**src/rtl/tsig_fifo_pkg.sv**
```systemverilog
package tsig_fifo_pkg;

    // Decoded fill state of the control chain
    typedef enum logic [1:0] {
        FILL_PART  = 2'b00,
        FILL_EMPTY = 2'b01,
        FILL_FULL  = 2'b10
    } fill_e;

    // Muller C-element: follows its inputs when they agree, otherwise holds
    function automatic logic c_elem(input logic a, input logic b, input logic prev);
        return (a == b) ? a : prev;
    endfunction

endpackage

```
**src/rtl/tsig_stage.sv**
```systemverilog
module tsig_stage
    import tsig_fifo_pkg::*;
#(
    parameter int WIDTH = 8
) (
    input  logic             clk,
    input  logic             rst_n,
    input  logic             pred_ctl,
    input  logic             succ_ctl,
    input  logic [WIDTH-1:0] pred_data,
    output logic             ctl_q,
    output logic [WIDTH-1:0] data_q,
    output logic             fire
);

    typedef struct packed {
        logic             ctl;
        logic [WIDTH-1:0] data;
    } stage_t;

    stage_t st_q, st_d;

    always_comb begin
        st_d     = st_q;
        // C-element inputs: predecessor bit and inverted successor bit
        st_d.ctl = c_elem(pred_ctl, ~succ_ctl, st_q.ctl);
        fire     = (st_d.ctl != st_q.ctl);
        if (fire) begin
            st_d.data = pred_data;
        end
    end

    always_ff @(posedge clk or negedge rst_n) begin
        if (!rst_n) begin
            st_q <= '0;
        end else begin
            st_q <= st_d;
        end
    end

    assign ctl_q  = st_q.ctl;
    assign data_q = st_q.data;

    AST_LOCKED_HOLDS: assert property (@(posedge clk) disable iff (!rst_n)
        (ctl_q != succ_ctl) |=> ($stable(ctl_q) && $stable(data_q)));

    AST_LOAD_ON_FLIP: assert property (@(posedge clk) disable iff (!rst_n)
        (ctl_q != $past(ctl_q)) |-> (data_q == $past(pred_data)));

    AST_FLIP_NEEDS_TOKEN: assert property (@(posedge clk) disable iff (!rst_n)
        (ctl_q != $past(ctl_q)) |-> ($past(pred_ctl) != $past(ctl_q)));

endmodule

```
**src/rtl/tsig_status.sv**
```systemverilog
module tsig_status
    import tsig_fifo_pkg::*;
#(
    parameter int DEPTH = 4
) (
    input  logic [DEPTH-1:0] ctl,
    input  logic             sink_ctl,
    output logic             empty,
    output logic             full
);

    localparam int EXT_W = DEPTH + 1;

    logic [EXT_W-1:0] ext;
    logic [DEPTH-1:0] diff;
    fill_e            fill;

    assign ext = {sink_ctl, ctl};

    // diff[i] marks an item held in stage i
    for (genvar i = 0; i < DEPTH; i++) begin : g_diff
        assign diff[i] = ext[i] ^ ext[i+1];
    end

    always_comb begin
        if (diff == '0) begin
            fill = FILL_EMPTY;
        end else if (&diff) begin
            fill = FILL_FULL;
        end else begin
            fill = FILL_PART;
        end
    end

    assign empty = (fill == FILL_EMPTY);
    assign full  = (fill == FILL_FULL);

endmodule

```
**src/rtl/tsig_fifo.sv**
```systemverilog
module tsig_fifo
    import tsig_fifo_pkg::*;
#(
    parameter int DEPTH = 4,
    parameter int WIDTH = 8
) (
    input  logic             clk,
    input  logic             rst_n,
    input  logic             in_req,
    input  logic [WIDTH-1:0] in_data,
    output logic             in_ack,
    output logic             out_req,
    output logic [WIDTH-1:0] out_data,
    input  logic             out_ack,
    output logic             empty,
    output logic             full
);

    localparam int LAST = DEPTH - 1;

    logic [DEPTH-1:0] ctl;
    logic [DEPTH-1:0] pred_c;
    logic [DEPTH-1:0] succ_c;
    logic [DEPTH-1:0] fire;
    logic [WIDTH-1:0] pred_d [DEPTH];
    logic [WIDTH-1:0] data   [DEPTH];

    for (genvar i = 0; i < DEPTH; i++) begin : g_stage
        if (i == 0) begin : g_head
            assign pred_c[i] = in_req;
            assign pred_d[i] = in_data;
        end else begin : g_body
            assign pred_c[i] = ctl[i-1];
            assign pred_d[i] = data[i-1];
        end
        if (i == LAST) begin : g_tail
            assign succ_c[i] = out_ack;
        end else begin : g_mid
            assign succ_c[i] = ctl[i+1];
        end

        tsig_stage #(.WIDTH(WIDTH)) u_stage (
            .clk      (clk),
            .rst_n    (rst_n),
            .pred_ctl (pred_c[i]),
            .succ_ctl (succ_c[i]),
            .pred_data(pred_d[i]),
            .ctl_q    (ctl[i]),
            .data_q   (data[i]),
            .fire     (fire[i])
        );

        if (i < LAST) begin : g_adj
            AST_NO_ADJ_FIRE: assert property (@(posedge clk) disable iff (!rst_n)
                !(fire[i] && fire[i+1]));
        end
    end

    tsig_status #(.DEPTH(DEPTH)) u_status (
        .ctl     (ctl),
        .sink_ctl(out_ack),
        .empty   (empty),
        .full    (full)
    );

    assign in_ack   = ctl[0];
    assign out_req  = ctl[LAST];
    assign out_data = data[LAST];

    AST_ACK_NEEDS_REQ: assert property (@(posedge clk) disable iff (!rst_n)
        (in_ack != $past(in_ack)) |-> ($past(in_req) != $past(in_ack)));

    AST_OUT_HELD: assert property (@(posedge clk) disable iff (!rst_n)
        (out_req != out_ack) |=> ($stable(out_req) && $stable(out_data)));

    AST_FLAGS_EXCL: assert property (@(posedge clk) disable iff (!rst_n)
        !(empty && full));

    AST_EMPTY_NO_OFFER: assert property (@(posedge clk) disable iff (!rst_n)
        empty |-> (out_req == out_ack));

endmodule

```
**config.mk**
```make
export PLATFORM = sky130hd
export DESIGN_NAME = tsig_fifo
export DESIGN_NICKNAME = d
export VERILOG_FILES = /design/src/rtl/tsig_fifo_pkg.sv /design/src/rtl/tsig_stage.sv /design/src/rtl/tsig_status.sv /design/src/rtl/tsig_fifo.sv
export SDC_FILE = /design/constraint.sdc
export NUM_CORES = 1
export LEC_CHECK = 0
export BUFFER_PORTS_ARGS = -buffer_cell sky130_fd_sc_hd__buf_2
export CAP_MARGIN = 20
export CORE_ASPECT_RATIO = 1.1
export CORE_UTILIZATION = 65
export CTS_CLUSTER_DIAMETER = 200
export DETAILED_ROUTE_END_ITERATION = 7
export GPL_TIMING_DRIVEN = 1
export PLACE_DENSITY = 0.95
export SLEW_MARGIN = 10
export SYNTH_ARGS = -nofsm -noshare
export SYNTH_HDL_FRONTEND = slang
export SYNTH_HIERARCHICAL = 1
export SYNTH_SLANG_ARGS = --single-unit
```
**constraint.sdc**
```tcl
create_clock -name clk -period 2.96 [get_ports clk]
set_input_delay 0.888 -clock clk [delete_from_list [all_inputs] [get_ports clk]]
set_output_delay 0.888 -clock clk [all_outputs]
set_load 0.05 [all_outputs]
```
==> flow_summary.toml <==
[run_status]
status = "complete, no violations"

[clock_network]
postCtsSetupRepairBufs = 0
root_buffer = "clkbuf_8"
clock_latency_ps = 300
h-tree-depth = 2
cts_buffers = 5
clk_path_buf_depth = 2
ctsResizeCount = 0
cts.reportedPaths.clkPinSlew_ps = 70
tritoncts = "done"
postCtsHoldBufs = 0
clock-sinks = 36

[critical_path]
cp-end-kind = "primary output"
cp.required_ps = 2070
critPathLaunch = "out_ack"
cp_common_cell = "buf_2"
cp_slowest_cell = "buf_2"
r2r_start = "g_stage[1].u_stage/ctl_q"
startpoint_type = "input pin"
path_max_fanout = 19
critical_path_class = "input pin to primary output"
r2r_slack_ps = 1320
critPathArrivalTime_ps = 1820
cp_cell_sequence = "buf_2, buf_4, nand3_1, o22ai_2, buf_2"
max_stage_delay_ps = 280

[finish]
final_nets = 325
antenna_cells = 0
fillers = 287
drive_gt1_frac = 0.143
multi_input_area_um2 = 1560
area_growth_pct = 2.09
seq_area_um2 = 903
final_cell_count_no_fill = 366
post-route-util = 0.703

[pwr]
p_leak_uw = 0.000952
ir_worst_vdd_mv = 0.697
pwr_density_cell_nw_per_um2 = 1200

[die]
dieArea_um2 = 4490
core_region_area_um2 = 3990
rows = 24
initial_core_util = 0.688
ioPinCount = 24
die_y_um = 70.2
dieWidth_um = 64.0

[sta]
finClkSkew_ps = 5.43
slew_viol_final = 0
min_period_ps = 2710
fin_setup_tns_ps = 0
max_freq_mhz = 369
grt_setup_unrepaired = "false"
finalSetupViolCount = 0
postLayoutSetupSlackWorst_ps = 252
relSlewSlack = 0.457
hold_viol = 0
finalCritPeriodShare = 0.915
tightest_slew_ps = 815
holdWs_ps = 579

[run]
cap_violations = 0

[global_route]
grt_max_degree = 78
grt_remaining_overflow = 0
antenna_found_initial = 0
grt.total_usage = 0.270
grt_pass1_wl_um = 9540
first_global_vias = 2084

[synth]
ys_warn_count = 6
syn_inst = 310
syn-num-nets = 322
syn_avg_cell_area_um2 = 8.87
syn_area_um2 = 2750

[placed_design]
gp_congestion = 0.714
placedCellCount = 358
hpwl_um = 3370
io_buffers = 23
place_ws_ps = 264

[detailed_routing]
ant_nets = 0
wl_per_cell_um = 15.0
num_vias = 2278
via_per_inst = 6.22
remaining_drc_errors = 0
dr.pass1.iters = 4
drtIter0Drc = 202
wl_um = 5490

[hold_path]
worstHoldPathType = "register to register"
hp-start = "g_stage[3].u_stage/data_q[4]"
[flip-flops by register name, summed over array words and instances, names as in the netlist]
register	flops
g_stage.u_stage/ctl_q	4
g_stage.u_stage/data_q	32
[where the power goes]
| group | leakage, uW | total (uW) | switching (uW) | internal [uW] |
|---|---|---|---|---|
| Sequential | 0.000384 | 1020 | 288 | 731 |
| Clock | 0.0000552 | 433 | 183 | 250 |
| Combinational | 0.000513 | 1920 | 1100 | 813 |
[stage by stage]
stage	instance area (um2)	total power (uW)
floorplan	2750	2780
global placement	2700	2820
detailed placement	2700	2920
CTS	2810	3370
global route	2810	3640
finish	2810	3370
[cells in the final DEF (no fill, tap or decap), types with 2 or more instances in the layout]
cell,n
dfrtp_1,34
clkbuf_8,5
o21ai_1,64
buf_2,23
buf_4,5
maj3_2,4
and2_1,4
o22ai_2,2
nor3b_1,32
dfrtp_2,2
nor3_1,32
o311a_1,32
inv_1,4
nor2b_1,64
[worst max-delay path, delay by kind of cell]
family / cells / cell delay, ps
buffers and inverters: 3 / 580
AND/OR/NAND/NOR: 1 / 160
AO/OA/AOI/OAI: 1 / 190
[cell type report]
class	count	share of cell area
Clock buffer	6	0.0259
Sequential cell	36	0.322
Clock inverter	2	0.0125
Multi-Input combinational cell	238	0.557
Tap cell	52	0.0232
Inverter	4	0.00535
Timing Repair Buffer	28	0.0544
[routing by layer]
| layer | track usage | part of all wire | up-vias | wire length, um |
|---|---|---|---|---|
| met5 | 0 | 0 | - | 0 |
| met4 | 0.0884 | 0.013 | 0 | 71 |
| li1 | - | - | 1151 | - |
| met1 | 0.360 | 0.48 | 1079 | 2620 |
| met2 | 0.428 | 0.48 | 40 | 2630 |
| met3 | 0.0621 | 0.031 | 8 | 172 |
[final timing paths]
kind / to / cells after the start
min reg2reg: g_stage[3].u_stage/data_q[4] / 1
min in group asynchronous: g_stage[3].u_stage/ctl_q / 1
max in group asynchronous: g_stage[2].u_stage/ctl_q / 1
max reg2reg: g_stage[1].u_stage/data_q[3] / 4
max: empty / 5
min: g_stage[3].u_stage/data_q[4] / 1
Power figures use the tool's default switching activity.
